### config.mk
export PLATFORM = sky130hd
export DESIGN_NAME = hcint_regs
export DESIGN_NICKNAME = d
export VERILOG_FILES = /design/src/rtl/hcint_pkg.sv /design/src/rtl/hcint_status.sv /design/src/rtl/hcint_enable.sv /design/src/rtl/hcint_rdmux.sv /design/src/rtl/hcint_regs.sv
export SDC_FILE = /design/constraint.sdc
export NUM_CORES = 1
export LEC_CHECK = 0
export BUFFER_PORTS_ARGS = -buffer_cell sky130_fd_sc_hd__buf_2
export CORE_MARGIN = 2
export CORE_UTILIZATION = 44
export DETAILED_ROUTE_END_ITERATION = 8
export GPL_ROUTABILITY_DRIVEN = 0
export GPL_TIMING_DRIVEN = 1
export PLACE_DENSITY = 0.83
export SETUP_SLACK_MARGIN = 0.3
export SLEW_MARGIN = 20
export SYNTH_ARGS = -nofsm -noshare
export SYNTH_HDL_FRONTEND = slang
export SYNTH_SLANG_ARGS = --single-unit
### constraint.sdc
create_clock -name clk -period 2.66 [get_ports clk]
set_input_delay 0.798 -clock clk [delete_from_list [all_inputs] [get_ports clk]]
set_output_delay 0.798 -clock clk [all_outputs]
set_load 0.005 [all_outputs]
### src/rtl/hcint_pkg.sv
package hcint_pkg;
  localparam int DW      = 32;
  localparam int EVT_N   = 8;
  localparam int SEL_W   = 2;
  localparam int MST_BIT = 31;

  localparam int EVT_POS [EVT_N] = '{0, 1, 2, 3, 4, 5, 6, 30};

  typedef enum logic [SEL_W-1:0] {
    SEL_STAT  = 2'b00,
    SEL_ESET  = 2'b01,
    SEL_ECLR  = 2'b10,
    SEL_NONE  = 2'b11
  } reg_sel_e;

  function automatic logic [DW-1:0] stat_mask();
    logic [DW-1:0] m;
    m = '0;
    for (int k = 0; k < EVT_N; k++) m[EVT_POS[k]] = 1'b1;
    return m;
  endfunction

  function automatic logic [DW-1:0] en_mask();
    logic [DW-1:0] m;
    m = stat_mask();
    m[MST_BIT] = 1'b1;
    return m;
  endfunction
endpackage

### src/rtl/hcint_status.sv
module hcint_status #(
  parameter int            DW   = 32,
  parameter logic [DW-1:0] IMPL = '0
) (
  input  logic          clk,
  input  logic          rst,
  input  logic [DW-1:0] set_vec,
  input  logic          clr_en,
  input  logic [DW-1:0] clr_vec,
  output logic [DW-1:0] stat_q
);
  logic [DW-1:0] clr_eff;
  logic [DW-1:0] stat_d;

  always_comb begin
    clr_eff = clr_en ? clr_vec : '0;
    // a same-cycle event outranks the software clear
    stat_d  = ((stat_q & ~clr_eff) | set_vec) & IMPL;
  end

  always_ff @(posedge clk) begin
    if (rst) stat_q <= '0;
    else     stat_q <= stat_d;
  end
endmodule

### src/rtl/hcint_enable.sv
module hcint_enable #(
  parameter int            DW      = 32,
  parameter logic [DW-1:0] IMPL    = '0,
  parameter logic [DW-1:0] RST_VAL = '0
) (
  input  logic          clk,
  input  logic          rst,
  input  logic          set_en,
  input  logic          clr_en,
  input  logic [DW-1:0] wdata,
  output logic [DW-1:0] en_q
);
  logic [DW-1:0] en_d;

  always_comb begin
    en_d = en_q;
    if (set_en) en_d = en_d | wdata;
    if (clr_en) en_d = en_d & ~wdata;
    en_d = en_d & IMPL;
  end

  always_ff @(posedge clk) begin
    if (rst) en_q <= RST_VAL & IMPL;
    else     en_q <= en_d;
  end
endmodule

### src/rtl/hcint_rdmux.sv
module hcint_rdmux #(
  parameter int DW    = 32,
  parameter int SEL_W = 2
) (
  input  logic             clk,
  input  logic             rst,
  input  logic             rd,
  input  logic [SEL_W-1:0] sel,
  input  logic [DW-1:0]    stat,
  input  logic [DW-1:0]    en,
  output logic [DW-1:0]    rdata
);
  import hcint_pkg::*;
  logic [DW-1:0] mux;

  always_comb begin
    unique case (reg_sel_e'(sel))
      SEL_STAT: mux = stat;
      SEL_ESET: mux = en;
      SEL_ECLR: mux = en;
      default:  mux = '0;
    endcase
  end

  always_ff @(posedge clk) begin
    if (rst)     rdata <= '0;
    else if (rd) rdata <= mux;
  end
endmodule

### src/rtl/hcint_regs.sv
module hcint_regs
  import hcint_pkg::*;
#(
  parameter int DATA_W = hcint_pkg::DW,
  parameter int N_EVT  = hcint_pkg::EVT_N,
  parameter int SELW   = hcint_pkg::SEL_W
) (
  input  logic              clk,
  input  logic              rst,
  input  logic [N_EVT-1:0]  evt_i,
  input  logic              reg_wr,
  input  logic              reg_rd,
  input  logic [SELW-1:0]   reg_sel,
  input  logic [DATA_W-1:0] reg_wdata,
  output logic [DATA_W-1:0] reg_rdata,
  output logic              irq_o
);
  localparam logic [DATA_W-1:0] ST_IMPL = stat_mask();
  localparam logic [DATA_W-1:0] EN_IMPL = en_mask();
  localparam logic [DATA_W-1:0] EN_RST  = DATA_W'(1) << MST_BIT;

  logic [DATA_W-1:0] evt_vec;
  logic [DATA_W-1:0] status_q;
  logic [DATA_W-1:0] enable_q;
  logic              wr_stat, wr_set, wr_clr;

  always_comb begin
    evt_vec = '0;
    for (int k = 0; k < N_EVT; k++) evt_vec[EVT_POS[k]] = evt_i[k];
  end

  assign wr_stat = reg_wr && (reg_sel == SEL_STAT);
  assign wr_set  = reg_wr && (reg_sel == SEL_ESET);
  assign wr_clr  = reg_wr && (reg_sel == SEL_ECLR);

  hcint_status #(.DW(DATA_W), .IMPL(ST_IMPL)) u_status (
    .clk     (clk),
    .rst     (rst),
    .set_vec (evt_vec),
    .clr_en  (wr_stat),
    .clr_vec (reg_wdata),
    .stat_q  (status_q)
  );

  hcint_enable #(.DW(DATA_W), .IMPL(EN_IMPL), .RST_VAL(EN_RST)) u_enable (
    .clk    (clk),
    .rst    (rst),
    .set_en (wr_set),
    .clr_en (wr_clr),
    .wdata  (reg_wdata),
    .en_q   (enable_q)
  );

  hcint_rdmux #(.DW(DATA_W), .SEL_W(SELW)) u_rdmux (
    .clk   (clk),
    .rst   (rst),
    .rd    (reg_rd),
    .sel   (reg_sel),
    .stat  (status_q),
    .en    (enable_q),
    .rdata (reg_rdata)
  );

  assign irq_o = enable_q[MST_BIT] && |(status_q & enable_q);
endmodule

==> implementation parameters, run 1 <==
Parameter                              Value

Global routing
  Initial antenna violation count ... 0
  Wire length of the first global-routing pass ... 4130 µm
  Total congestion overflow ... 0
  Total Routing Usage GR ... 0.150
  Vias in the first global route ... 949
  Maximum number of pins on one net before global-route repair ... 27

Route
  DRC violation total after the first TritonRoute iteration ... 14
  Routed Wire Length ... 2530 µm
  Count of antenna-violating nets left after detailed routing ... 0
  Average wire length per cell after detail routing ... 12.0 µm
  DRC ... 0
  Number of detailed-route iterations in the first pass ... 4
  Mean number of vias per cell ... 5.00
  Vias ... 1054

Setup path
  Data required, critical path ... 1860 ps
  Setup crit end kind ... primary output
  Worst Path Arrival ... 1220 ps
  Cells on worst reg2reg path ... 3
  Worst setup path end ... irq_o
  Startpoint class of the critical path ... flip-flop
  Critical path type ... flip-flop to primary output
  Crit-path max FO ... 3
  Largest stage delay, worst path ... 410 ps
  Worst R2R End ... u_rdmux.rdata[30]
  Critical path's slowest cell ... dfxtp_1
  Critical path cell sequence ... a22oi_1 > a41oi_1 > buf_2
  Reg2reg setup slack ... 1770 ps

Synth
  Synth Cell Area ... 1370 µm²
  Post-synthesis register bit count ... 26
  Avg Synthesized Cell Area ... 8.88 µm²
  Register area share after synthesis ... 0.381
  Warnings, synthesis ... 0
  Post-Synthesis Cells ... 154
  Number of distinct library cells after synthesis ... 23

Die
  CORE AREA ... 3000 µm²
  Die width ... 59.8 µm
  Height of the die ... 59.8 µm
  Die Outline Area ... 3570 µm²
  Initial Util ... 0.455
  Number of placed I/O pins ... 79
  Floorplan row count ... 20

Worst hold path
  Worst min path class ... flip-flop to flip-flop

Power
  Sequential cell fraction of total power ... 0.586
  Power per unit of standard cell area ... 496 nW/µm²
  Leakage Power ... 0.644 nW
  Part of the power in the clock network ... 0.273
  Power Total ... 0.717 mW
  Switch Pwr ... 0.186 mW
  Fraction of power spent switching nets ... 0.259
  Maximum ir drop on the vdd rail ... 0.306 mV
  Comb power frac ... 0.141
  Internal portion of total power ... 0.532 mW

Placed design
  Dpl ws ... 639 ps
  Post-DP HPWL ... 1960 µm
  Count of buffers inserted at the top-level ports ... 32

Timing
  Shortest period the worst path allows ... 2020 ps
  Count of final max-slew check failures ... 0
  Maximum frequency from static timing analysis ... 496 MHz
  RSZ-0062 raised after global routing ... no
  Clock skew after layout ... 1.53 ps
  Transition at the pin with the smallest max-transition slack ... 544 ps
  Fin Setup TNS ... 0 ps
  Headroom to the max-slew limit ... 0.637
  Count of endpoints failing setup in the final report ... 0
  Worst setup margin ... 643 ps
  Post-Route Hold Slack ... 473 ps
  Final count of hold timing violations ... 0
  Crit share post-route ... 0.758

Finish
  Final net count ... 229
  Diode count ... 0
  Layout fillers ... 310
  Share of layout cells above drive strength 1 ... 0.275
  Area added between synthesis and finish ... 5.67%

Clocking
  Root Buffer Master ... clkbuf_4
  Number of hold buffers added after cts ... 0
  Post-CTS resize count ... 0
  Post-CTS setup buffer count ... 0
  Total clock sinks ... 26
  Clock tree from TritonCTS ... yes
  Clock slew at reported path FFs ... 130 ps
  CTS Buf Count ... 3
  CTS HTree Levels ... 1
  Clock insertion delay at the later pin of the skew report ... 310 ps
  Number of buffers between clock root and the deepest sink ... 2

Outcome
  Run status ... finished, final reports clean

Flow run
  Max Cap Viol ... 0
## cell usage after synthesis
cell      number  share of area
or2_1          1         0.0046
a22oi_1        4          0.022
conb_1         1         0.0027
a31oi_1        2         0.0091
nand3_1        9          0.033
nor2b_1        9          0.041
a41oi_1        1         0.0064
dfxtp_1       26           0.38
buf_4         23           0.13
a21oi_1       25          0.091
nand2b_1       1         0.0046
buf_6          1         0.0082
and2_1         2         0.0091
clkbuf_1       1         0.0027
buf_8          1          0.011
buf_2          7          0.026
a22o_2         5          0.037
ha_1           4          0.037
clkbuf_2       1         0.0037
a22o_1         3          0.019
nor2_1        16          0.044
a211oi_2       8          0.073
inv_1          3         0.0082
## worst min path at each step
stage	start	cells past startpoint	slack, ps	to
floorplan	u_rdmux.rdata[31]	2	460	u_rdmux.rdata[31]
global placement	u_rdmux.rdata[31]	2	460	u_rdmux.rdata[31]
detailed placement	u_rdmux.rdata[31]	2	460	u_rdmux.rdata[31]
CTS	u_rdmux.rdata[31]	2	480	u_rdmux.rdata[31]
global route	u_rdmux.rdata[31]	2	520	u_rdmux.rdata[31]
finish	u_rdmux.rdata[31]	2	470	u_rdmux.rdata[31]
## cell type report
type                       count  area [µm²]  share of cell area
timing repair buffer          32         160               0.111
tap                           33        41.3              0.0286
sequential                    26         520               0.360
clock buffer                   4        36.3              0.0251
multi-input combinational    113         676               0.468
inverter                       3        11.3             0.00779
## cells in the final DEF, fill, tap and decap left out
master    instances
buf_2            32
dfxtp_1          26
a21oi_1          25
conb_1           23
nor2_1           16
nor2b_1           9
nand3_1           9
a211oi_2          8
a22o_2            5
a22oi_1           4
ha_1              4
inv_1             3
a22o_1            3
clkbuf_4          3
and2_1            2
a31oi_1           2
a41oi_1           1
nand2b_1          1
or2_1             1
clkbuf_8          1
## kinds of logic after synthesis
kind of cell	after synthesis	share of synthesized area
compound gates	48	0.258
fa+ha+maj	4	0.0366
buf+inv	37	0.186
flops	26	0.381
other cells	1	0.00274
simple gates	38	0.136
## per-stage QoR
stage,std cells,utilization,area (µm²)
after floorplan,176,-,1450
after global placement,207,0.469,1410
after detailed placement,207,0.469,1410
after CTS,211,0.481,1450
after global routing,211,0.481,1450
final,211,0.481,1450
## worst max-delay path, delay by kind of cell (launching register included)
kind	cells	cell delay, ps
buffers and inverters	1	150
flip-flops	1	410
AO/OA/AOI/OAI	2	350
## routing by layer
layer  global-route usage  vias up  routed length [µm]  part of all wire
li1                     -      533                   -                 -
met1                0.184      489                1110              0.44
met2                0.269       28                1260              0.50
met3               0.0195        4                 141             0.056
met4               0.0476        0                  24            0.0095
met5                    0        -                   0                 0
## power by group through the flow
stage | Combinational, mW | Clock, mW | Sequential (mW)
floorplan | 0.0956 | 0 | 0.425
global placement | 0.0984 | 0 | 0.427
detailed placement | 0.101 | 0 | 0.428
CTS | 0.101 | 0.202 | 0.420
global route | 0.115 | 0.226 | 0.423
finish | 0.101 | 0.196 | 0.420
(Power assumes the default switching activity.)
==> inputs of run 2 (changes only) <==
CORE_UTILIZATION = 39   (was 44)
PLACE_DENSITY = 0.78   (was 0.83)
clock period = 1.7 ns   (was 2.66 ns; I/O delays follow)
==> implementation parameters, run 2 (synthesis results as in run 1) <==
Parameter                              Value

Timing
  Count of endpoints failing setup in the final report ... 1 (+1)
  Headroom to the max-slew limit ... 0.637 (about the same)
  Transition at the pin with the smallest max-transition slack ... 545 ps (+0.692 ps)
  Worst setup margin ... -29.9 ps (-673 ps)
  Maximum frequency from static timing analysis ... 578 MHz
  RSZ-0062 raised after global routing ... yes
  Crit share post-route ... 1.02
  Final count of hold timing violations ... 0 (unchanged)
  Clock skew after layout ... 4.20 ps (+2.67 ps)
  Count of final max-slew check failures ... 0 (unchanged)
  Shortest period the worst path allows ... 1730 ps

Setup path
  Family of cells with the greatest summed delay on the critical path ... compound AO/OA/AOI/OAI gates
  Critical path's slowest cell ... dfxtp_2
  Critical path cell sequence ... a22oi_2 > a41oi_2 > buf_2
  Data required, critical path ... 1190 ps (-670 ps)
  Number of buffers and inverters on the critical path ... 1 (unchanged)
  Largest stage delay, worst path ... 360 ps (-50 ps)
  Critical path type ... flip-flop to primary output
  Crit-path max FO ... 2 (-1)
  Setup crit end kind ... primary output
  Startpoint class of the critical path ... flip-flop
  Worst Path Arrival ... 1220 ps (about the same)

Die
  Number of placed I/O pins ... 79 (unchanged)
  Height of the die ... 63.2 µm (+5.8%)
  Initial Util ... 0.407 (-0.0488)
  Die width ... 63.2 µm (+5.8%)
  CORE AREA ... 3360 µm² (+12%)
  Floorplan row count ... 21 (+5.0%)
  Die Outline Area ... 4000 µm² (+12%)

Clocking
  Root Buffer Master ... clkbuf_4
  Total clock sinks ... 26 (unchanged)
  CTS HTree Levels ... 1 (unchanged)
  Clock tree from TritonCTS ... yes
  Number of buffers between clock root and the deepest sink ... 2 (unchanged)
  CTS Buf Count ... 3 (unchanged)
  Clock slew at reported path FFs ... 140 ps (about the same)
  Clock insertion delay at the later pin of the skew report ... 320 ps (about the same)

Power
  Leakage Power ... 0.709 nW (+10%)
  Power Total ... 1.17 mW (+64%)
  Power per unit of standard cell area ... 724 nW/µm² (+46%)
  Sequential cell fraction of total power ... 0.565 (-0.021)
  Fraction of power spent switching nets ... 0.267 (+0.00768)
  Maximum ir drop on the vdd rail ... 0.404 mV (+32%)
  Internal portion of total power ... 0.860 mW (+62%)
  Switch Pwr ... 0.313 mW (+68%)
  Part of the power in the clock network ... 0.263 (-0.010)
  Comb power frac ... 0.171 (+0.030)

Worst hold path
  Worst min path class ... input pin to flip-flop

Route
  Mean number of vias per cell ... 4.96 (-0.78%)
  Number of detailed-route iterations in the first pass ... 6 (+2)
  Routed Wire Length ... 2940 µm (+16%)
  DRC ... 0 (unchanged)
  DRC violation total after the first TritonRoute iteration ... 46 (+32)
  Average wire length per cell after detail routing ... 12.8 µm (+6.4%)
  Count of antenna-violating nets left after detailed routing ... 0 (unchanged)
  Vias ... 1140 (+8.2%)

Placed design
  Dpl ws ... 78.0 ps (-561 ps)
  Count of buffers inserted at the top-level ports ... 32 (unchanged)
  Post-DP HPWL ... 2050 µm (+4.9%)

Global routing
  Wire length of the first global-routing pass ... 4780 µm (+16%)
  Vias in the first global route ... 1001 (+5.5%)
  Total congestion overflow ... 0 (unchanged)
  Maximum number of pins on one net before global-route repair ... 27 (unchanged)
  Total Routing Usage GR ... 0.151 (+0.00136)
  Initial antenna violation count ... 0 (unchanged)

Finish
  Most common cell after layout, fill and taps aside ... buf_2
  Final net count ... 235 (+2.6%)
  Share of layout cells above drive strength 1 ... 0.446 (+0.170)
  Area added between synthesis and finish ... 18.5%
  Register area ... 538 µm² (+3.4%)
  Diode count ... 0 (unchanged)
  Commonest cells after routing, fill and taps aside ... 32 x buf_2, 23 x conb_1, 20 x a21oi_1, 16 x nor2_1, 14 x dfxtp_2
  Layout fillers ... 354 (+14%)
  Area of the multi-input gates ... 772 µm² (+14%)

Outcome
  Violations in the final reports ... negative setup slack
  Run status ... complete, but fails checks

Flow run
  Max Cap Viol ... 0 (unchanged)
[run 2: changes by cell type in the layout (fill, tap and decap cells not counted), sizes merged]
cell / delta
buf: +6
[run 2: final timing paths]
path                      start           endpoint  slack, ps  cells after the start
max reg2reg  u_status.stat_q[6]   u_rdmux.rdata[6]        620                      5
max          u_status.stat_q[6]              irq_o        -30                      3
min                reg_wdata[5]          flip-flop        380                      2
min reg2reg   u_rdmux.rdata[31]  u_rdmux.rdata[31]        500                      2
[run 2: worst reg2reg max path: stages (launching register included)]
cell     delay (ps)
dfxtp_2         360
buf_4           130
buf_4           130
a22o_4          210
a21oi_2         100
nor2_1           40
[run 2: cell type report]
cell class | count | area share
Clock buffer | 4 | 0.0224
Inverter | 3 | 0.00695
Multi-Input combinational cell | 113 | 0.476
Sequential cell | 26 | 0.332
Tap cell | 46 | 0.0355
Timing Repair Buffer | 38 | 0.127
[run 2: per-layer routing]
| metal | track usage | up-vias | part of all wire |
|---|---|---|---|
| met5 | 0 | - | 0 |
| met3 | 0.0232 | 4 | 0.063 |
| met2 | 0.262 | 50 | 0.52 |
| met1 | 0.196 | 538 | 0.41 |
| met4 | 0.0408 | 0 | 0.0078 |
| li1 | - | 548 | - |
[run 2: power groups by stage]
| stage | registers (mW) | clock network (mW) | logic [mW] |
|---|---|---|---|
| final | 0.663 | 0.309 | 0.201 |
| after global routing | 0.667 | 0.352 | 0.222 |
| after floorplan | 0.667 | 0 | 0.169 |
| after CTS | 0.663 | 0.323 | 0.198 |
| after detailed placement | 0.671 | 0 | 0.187 |
| after global placement | 0.670 | 0 | 0.183 |
[run 2: per-stage QoR]
stage          cells  utilization  instance area [µm²]  hold slack [ps]  TNS, ps
6_report         230        0.482                 1620              384    -29.9
5_1_grt          230        0.482                 1620              369    -68.1
4_1_cts          229        0.480                 1610              371        0
2_1_floorplan    176            -                 1530              462        0
3_3_place_gp     222        0.449                 1510              462        0
3_5_place_dp     222        0.449                 1510              468        0
[run 2: timing repair]
| action | in CTS | in global routing |
|---|---|---|
| endpoints found under the setup margin | 1 | 1 |
| pin swaps | 2 | 2 |
| buffers inserted | 3 | 1 |
| resized for setup | 19 | 0 |
| hold buffers | 0 | 0 |
